===== config.mk =====
export PLATFORM = sky130hd
export DESIGN_NAME = sbm_master
export DESIGN_NICKNAME = d
export VERILOG_FILES = /design/src/rtl/sbm_pkg.sv /design/src/rtl/sbm_timeout.sv /design/src/rtl/sbm_fsm.sv /design/src/rtl/sbm_datapath.sv /design/src/rtl/sbm_master.sv
export SDC_FILE = /design/constraint.sdc
export NUM_CORES = 1
export LEC_CHECK = 0
export ABC_CLOCK_PERIOD_IN_PS = 4600
export BUFFER_PORTS_ARGS = -buffer_cell sky130_fd_sc_hd__buf_2
export CORE_UTILIZATION = 45
export DETAILED_ROUTE_END_ITERATION = 7
export PLACE_DENSITY = 0.76
export SYNTH_ARGS = -nofsm -noshare
export SYNTH_HDL_FRONTEND = slang
export SYNTH_SLANG_ARGS = --single-unit

===== constraint.sdc =====
create_clock -name clk -period 4.6 [get_ports clk]
set_clock_uncertainty 0.15 [all_clocks]
set_input_delay 0.46 -clock clk [delete_from_list [all_inputs] [get_ports clk]]
set_output_delay 0.46 -clock clk [all_outputs]
set_load 0.05 [all_outputs]

===== src/rtl/sbm_pkg.sv =====
package sbm_pkg;

    typedef enum logic [2:0] {
        ST_IDLE,
        ST_ADDR,
        ST_WAIT,
        ST_DONE,
        ST_ABORT
    } sbm_state_e;

    localparam int  SIZE_W    = 2;
    localparam logic CMD_READ = 1'b1;

endpackage


===== src/rtl/sbm_timeout.sv =====
module sbm_timeout #(
    parameter int TW = 8
) (
    input  logic          clk,
    input  logic          rst_n,
    input  logic          load,
    input  logic [TW-1:0] limit_in,
    input  logic          active,
    output logic          expire
);
    logic [TW-1:0] lim_q;
    logic [TW-1:0] cnt_q;
    logic [TW:0]   next_cnt;

    assign next_cnt = {1'b0, cnt_q} + 1'b1;
    assign expire   = active && (next_cnt >= {1'b0, lim_q});

    always_ff @(posedge clk) begin
        if (!rst_n) begin
            lim_q <= '0;
            cnt_q <= '0;
        end else if (load) begin
            lim_q <= limit_in;
            cnt_q <= '0;
        end else if (active && !expire) begin
            cnt_q <= cnt_q + 1'b1;
        end
    end

    // the wait count never passes the latched limit
    assert_cnt_bound_R7: assert property (@(posedge clk) disable iff (!rst_n)
        active |-> ((cnt_q < lim_q) || (cnt_q == '0)));

endmodule


===== src/rtl/sbm_fsm.sv =====
module sbm_fsm
    import sbm_pkg::*;
(
    input  logic clk,
    input  logic rst_n,
    input  logic req_valid,
    input  logic bus_ack,
    input  logic expire,
    output logic req_ready,
    output logic bus_active,
    output logic load_cmd,
    output logic capture,
    output logic done_pulse,
    output logic err_pulse
);
    sbm_state_e state_q, state_d;

    always_ff @(posedge clk) begin
        if (!rst_n) state_q <= ST_IDLE;
        else        state_q <= state_d;
    end

    always_comb begin
        state_d = state_q;
        unique case (state_q)
            ST_IDLE:  if (req_valid) state_d = ST_ADDR;
            ST_ADDR,
            ST_WAIT: begin
                if (bus_ack)     state_d = ST_DONE;
                else if (expire) state_d = ST_ABORT;
                else             state_d = ST_WAIT;
            end
            ST_DONE:  state_d = ST_IDLE;
            ST_ABORT: state_d = ST_IDLE;
            default:  state_d = ST_IDLE;
        endcase
    end

    always_comb begin
        req_ready  = 1'b0;
        bus_active = 1'b0;
        load_cmd   = 1'b0;
        capture    = 1'b0;
        done_pulse = 1'b0;
        err_pulse  = 1'b0;
        unique case (state_q)
            ST_IDLE: begin
                req_ready = 1'b1;
                load_cmd  = req_valid;
            end
            ST_ADDR,
            ST_WAIT: begin
                bus_active = 1'b1;
                capture    = bus_ack;
            end
            ST_DONE:  done_pulse = 1'b1;
            ST_ABORT: err_pulse  = 1'b1;
            default: ;
        endcase
    end

    assert_pulse_excl_R9: assert property (@(posedge clk) disable iff (!rst_n)
        !(done_pulse && err_pulse));
    assert_done_single_R5: assert property (@(posedge clk) disable iff (!rst_n)
        done_pulse |=> !done_pulse);
    assert_ack_to_done_R5: assert property (@(posedge clk) disable iff (!rst_n)
        (bus_active && bus_ack) |=> done_pulse);
    assert_err_single_R7: assert property (@(posedge clk) disable iff (!rst_n)
        err_pulse |=> !err_pulse);
    assert_expire_to_err_R7: assert property (@(posedge clk) disable iff (!rst_n)
        (bus_active && !bus_ack && expire) |=> (err_pulse && !bus_active));
    assert_busy_ignores_R4: assert property (@(posedge clk) disable iff (!rst_n)
        (bus_active && !bus_ack && !expire) |=> (bus_active && !req_ready));

endmodule


===== src/rtl/sbm_datapath.sv =====
module sbm_datapath
    import sbm_pkg::*;
#(
    parameter int AW = 32,
    parameter int DW = 32
) (
    input  logic              clk,
    input  logic              rst_n,
    input  logic              load_cmd,
    input  logic              req_rd,
    input  logic [SIZE_W-1:0] req_size,
    input  logic [AW-1:0]     req_addr,
    input  logic [DW-1:0]     req_wdata,
    input  logic              bus_active,
    input  logic              capture,
    input  logic [DW-1:0]     bus_rdata,
    output logic [AW-1:0]     bus_addr,
    output logic              bus_rw,
    output logic [SIZE_W-1:0] bus_size,
    output logic [DW-1:0]     bus_wdata,
    output logic [DW-1:0]     rd_data
);
    logic [AW-1:0]     addr_q;
    logic              rw_q;
    logic [SIZE_W-1:0] size_q;
    logic [DW-1:0]     wdata_q;
    logic [DW-1:0]     rd_q;

    always_ff @(posedge clk) begin
        if (!rst_n) begin
            addr_q  <= '0;
            rw_q    <= 1'b0;
            size_q  <= '0;
            wdata_q <= '0;
        end else if (load_cmd) begin
            addr_q  <= req_addr;
            rw_q    <= req_rd;
            size_q  <= req_size;
            wdata_q <= req_wdata;
        end
    end

    always_ff @(posedge clk) begin
        if (!rst_n)                            rd_q <= '0;
        else if (capture && rw_q == CMD_READ)  rd_q <= bus_rdata;
    end

    assign bus_addr  = bus_active ? addr_q : '0;
    assign bus_rw    = bus_active & rw_q;
    assign bus_size  = bus_active ? size_q : '0;
    assign bus_wdata = (bus_active && rw_q != CMD_READ) ? wdata_q : '0;
    assign rd_data   = rd_q;

    assert_hold_R4: assert property (@(posedge clk) disable iff (!rst_n)
        (bus_active && $past(bus_active)) |->
        ($stable(bus_addr) && $stable(bus_rw) && $stable(bus_size) && $stable(bus_wdata)));
    assert_rd_keep_R6: assert property (@(posedge clk) disable iff (!rst_n)
        !(capture && bus_rw) |=> $stable(rd_data));

endmodule


===== src/rtl/sbm_master.sv =====
module sbm_master
    import sbm_pkg::*;
#(
    parameter int AW = 32,
    parameter int DW = 32,
    parameter int TW = 8
) (
    input  logic              clk,
    input  logic              rst_n,
    input  logic              req_valid,
    output logic              req_ready,
    input  logic              req_rd,
    input  logic [SIZE_W-1:0] req_size,
    input  logic [AW-1:0]     req_addr,
    input  logic [DW-1:0]     req_wdata,
    input  logic [TW-1:0]     req_limit,
    output logic              done_pulse,
    output logic              err_pulse,
    output logic [DW-1:0]     rd_data,
    output logic              bus_active,
    output logic              bus_rw,
    output logic [SIZE_W-1:0] bus_size,
    output logic [AW-1:0]     bus_addr,
    output logic [DW-1:0]     bus_wdata,
    input  logic              bus_ack,
    input  logic [DW-1:0]     bus_rdata
);
    logic load_cmd;
    logic capture;
    logic expire;

    sbm_fsm u_fsm (
        .clk        (clk),
        .rst_n      (rst_n),
        .req_valid  (req_valid),
        .bus_ack    (bus_ack),
        .expire     (expire),
        .req_ready  (req_ready),
        .bus_active (bus_active),
        .load_cmd   (load_cmd),
        .capture    (capture),
        .done_pulse (done_pulse),
        .err_pulse  (err_pulse)
    );

    sbm_timeout #(.TW(TW)) u_tmo (
        .clk      (clk),
        .rst_n    (rst_n),
        .load     (load_cmd),
        .limit_in (req_limit),
        .active   (bus_active),
        .expire   (expire)
    );

    sbm_datapath #(.AW(AW), .DW(DW)) u_dp (
        .clk        (clk),
        .rst_n      (rst_n),
        .load_cmd   (load_cmd),
        .req_rd     (req_rd),
        .req_size   (req_size),
        .req_addr   (req_addr),
        .req_wdata  (req_wdata),
        .bus_active (bus_active),
        .capture    (capture),
        .bus_rdata  (bus_rdata),
        .bus_addr   (bus_addr),
        .bus_rw     (bus_rw),
        .bus_size   (bus_size),
        .bus_wdata  (bus_wdata),
        .rd_data    (rd_data)
    );

endmodule


==> impl_metrics.json <==
{
  "status": "complete, no violations",
  "route.detailed.drc": 0,
  "routed_wire_length_per_instance_um": 13.3,
  "num_rows": 38,
  "synth_edf_count": 0,
  "synth.ff_latch_count": 118,
  "synthFlopType": "sky130_fd_sc_hd__dfxtp_1",
  "cts.sinks": 118,
  "clkSlewWorstSetupHoldPaths_ns": 0.05,
  "die_h_um": 110,
  "critPathRequiredTime_ns": 4.78,
  "floorplan.die_area_um2": 12100,
  "clk_root_buffer_cell": "sky130_fd_sc_hd__clkbuf_16",
  "worst_ir_drop_vdd_mv": 0.260,
  "critPathMaxFanout": 6,
  "flow.area_growth_from_synthesis_pct": 32.6,
  "min-delay-path-class": "in2reg",
  "post_cts.resized_instances": 0,
  "core-area_um2": 11100,
  "fmax_mhz": 319,
  "ys_warn_count": 0,
  "hold_buffers": 0,
  "antennaDiodeCount": 0,
  "grt_max_degree": 71,
  "overflow": 0,
  "detail-route-antenna-nets": 0,
  "cellPowerDensity_nw_per_um2": 477,
  "final_min_period_over_clock_period_pct": 68.1,
  "synth_cells": 643,
  "wl_um": 13100,
  "postCtsSetupRepairBufs": 0,
  "vias_per_cell": 4.91,
  "setup.reg_to_reg.worst_slack_ns": 1.47,
  "place.detailed.hpwl_um": 9000,
  "timing.critical_path.slowest_cell_delay_ns": 0.50,
  "layout.cells.most_common_list": "sky130_fd_sc_hd__nand2_1 (219), sky130_fd_sc_hd__buf_2 (213), sky130_fd_sc_hd__dfxtp_1 (118), sky130_fd_sc_hd__a21boi_0 (95), sky130_fd_sc_hd__and2_1 (68)",
  "initial_utilization_pct": 47.2,
  "p_leak_uw": 0.00319,
  "cts_htree_levels": 4,
  "cp_slowest_cell": "sky130_fd_sc_hd__or4_1",
  "final_layout_size_suffix_gt1_share_pct": 30.9,
  "netlist-cell-type-count": 41,
  "pre_antenna_drt_iters": 4,
  "seq_area_frac_synth_pct": 45.2,
  "dr_wl_met3_um": 743,
  "portBuffers": 213,
  "routed-wl-met2_um": 6770,
  "grt_setup_unrepaired": "no",
  "grtUsageTotal_pct": 22.1,
  "drt_iter0_drc": 235,
  "max_cap_violations": 0,
  "slew_viol_final": 0,
  "setup_violations": 0,
  "worst_min_path_start": "req_addr[28]",
  "fin_area_um2": 6930,
  "clock_tree_from_tritoncts": "yes",
  "mappedNetlistNets": 763,
  "finish.net_count": 954,
  "worst_skew_pair.late_latency_ns": 0.40,
  "critPathLaunchType": "register",
  "critical_path.cell_chain": "ha_1 > and3_2 > nand3_2 > xnor2_1 > ha_1 > and3_4 > a221oi_2 > o21ai_2 > or4_1 > a21oi_1",
  "crit_top_cell": "sky130_fd_sc_hd__ha_1",
  "period_needed_ns": 3.13,
  "vias_in_the_first_global_route": 4642,
  "wire_length_of_the_first_global_routing_pass_um": 20600,
  "gp_congestion": 0.807,
  "hold_viol_final": 0,
  "post_synth_instance_area_um2": 5230,
  "ioPinCount": 214,
  "worst_setup_path_startpoint": "u_tmo.cnt_q[0]$_SDFFE_PP0P_",
  "max-clock-path-buffers": 2,
  "place_area_um2": 6300,
  "synth_area_per_cell_um2": 8.13,
  "endpoint_kind": "register",
  "reg2reg_from": "u_tmo.cnt_q[0]$_SDFFE_PP0P_",
  "die-width_um": 110,
  "setup_total_negative_slack_ns": 0,
  "postSynth.asyncResetShare_pct": 0,
  "grt_antenna_before_repair": 0,
  "top_layer_used": "met4",
  "cp_data_arrival_time_ns": 3.31,
  "max_slew.worst_pin.slew_ns": 1.17,
  "routedLengthMet1_um": 5210,
  "cts-buffers-inserted": 17,
  "timing.max_slew.rel_slack_pct": 21.5,
  "setup.worst_path.class": "reg2reg",
  "layout.cells.most_common": "sky130_fd_sc_hd__nand2_1",
  "dr_total_vias": 4847
}
## synthesized netlist by cell type (2+ instances only)
cell	number	area [um2]
sky130_fd_sc_hd__ha_1	9	113
sky130_fd_sc_hd__a21oi_1	9	45.0
sky130_fd_sc_hd__nand4_1	4	25.0
sky130_fd_sc_hd__buf_2	16	80.1
sky130_fd_sc_hd__o31ai_1	2	15.0
sky130_fd_sc_hd__nor3_1	2	10.0
sky130_fd_sc_hd__and2_1	69	432
sky130_fd_sc_hd__and3_1	3	18.8
sky130_fd_sc_hd__clkbuf_1	24	90.1
sky130_fd_sc_hd__nor2_1	5	18.8
sky130_fd_sc_hd__dfxtp_1	118	2360
sky130_fd_sc_hd__nand3_1	5	25.0
sky130_fd_sc_hd__a21o_1	4	30.0
sky130_fd_sc_hd__buf_4	4	30.0
sky130_fd_sc_hd__a21boi_1	12	90.1
sky130_fd_sc_hd__or4_1	2	15.0
sky130_fd_sc_hd__inv_1	11	41.3
sky130_fd_sc_hd__xnor2_1	6	52.6
sky130_fd_sc_hd__o21a_1	2	15.0
sky130_fd_sc_hd__nand2_1	219	822
sky130_fd_sc_hd__a21boi_0	95	713
sky130_fd_sc_hd__a31o_2	3	26.3
## where the power goes
| group | internal, uW | total (uW) | switching (uW) | leakage, uW |
|---|---|---|---|---|
| registers | 1110 | 1160 | 47.9 | 0.000963 |
| clock network | 933 | 1400 | 469 | 0.000294 |
| logic | 206 | 738 | 532 | 0.00193 |
## registers in the layout, indices dropped and copies added (netlist names)
| signal | cells |
|---|---|
| u_tmo.lim_q | 8 |
| u_dp.wdata_q | 32 |
| u_tmo.cnt_q | 8 |
| u_dp.size_q | 2 |
| u_fsm.state_q | 3 |
| u_dp.rd_data | 32 |
| u_dp.addr_q | 32 |
| u_dp.rw_q | 1 |
## worst max-delay path: cells and delay by family (launching register included)
| family | cells | cell delay, ns |
|---|---|---|
| and+or+nand+nor | 4 | 1.06 |
| adders and majority gates | 2 | 0.55 |
| AOI/OAI and AO/OA | 3 | 0.63 |
| DFF | 1 | 0.44 |
| xor gates and xnor gates | 1 | 0.23 |
## metrics by stage
step / hold slack, ns / utilization (%) / instances / total power, uW / setup slack, ns
CTS: 0.129 / 62.6 / 987 / 3330 / 1.51
finish: 0.137 / 62.6 / 987 / 3300 / 1.47
global placement: 0.286 / 56.8 / 955 / 1900 / 1.74
detailed placement: 0.292 / 56.8 / 955 / 1920 / 1.59
global route: 0.138 / 62.6 / 987 / 3460 / 1.25
floorplan: 0.280 / - / 643 / 1740 / 1.87
## kinds of logic (layout without fill, tap and decap cells)
kind of cell	Yosys count	in the layout	synth area share, %
compound gates	134	134	19.0
xor+xnor	7	7	1.17
fa+ha+maj	9	9	2.15
buf+inv	56	260	4.76
flops	118	118	45.2
simple gates	319	319	27.7
## routing by layer
metal / track usage (%) / vias up
met4: 11.0 / 0
li1: - / 2460
met1: 22.6 / 2209
met5: 0 / -
met3: 7.41 / 34
met2: 39.8 / 144
## cell type report
cell class                      instances  area (um2)
Fill cell                             961        4150
Timing Repair Buffer                  217        1100
Clock buffer                           20         457
Tap cell                              140         175
Inverter                               11        41.3
Clock inverter                         12         176
Sequential cell                       118        2360
Multi-Input combinational cell        469        2620
## path summary, 6_finish.rpt
check             cells past startpoint                            to
setup reg to reg                     10   u_tmo.cnt_q[6]$_SDFFE_PP0P_
setup / recovery                     10   u_tmo.cnt_q[6]$_SDFFE_PP0P_
hold reg to reg                       2  u_dp.addr_q[28]$_SDFFE_PN0P_
hold / removal                        3  u_dp.addr_q[28]$_SDFFE_PN0P_
Note: power is estimated with default switching activity, not from simulation.
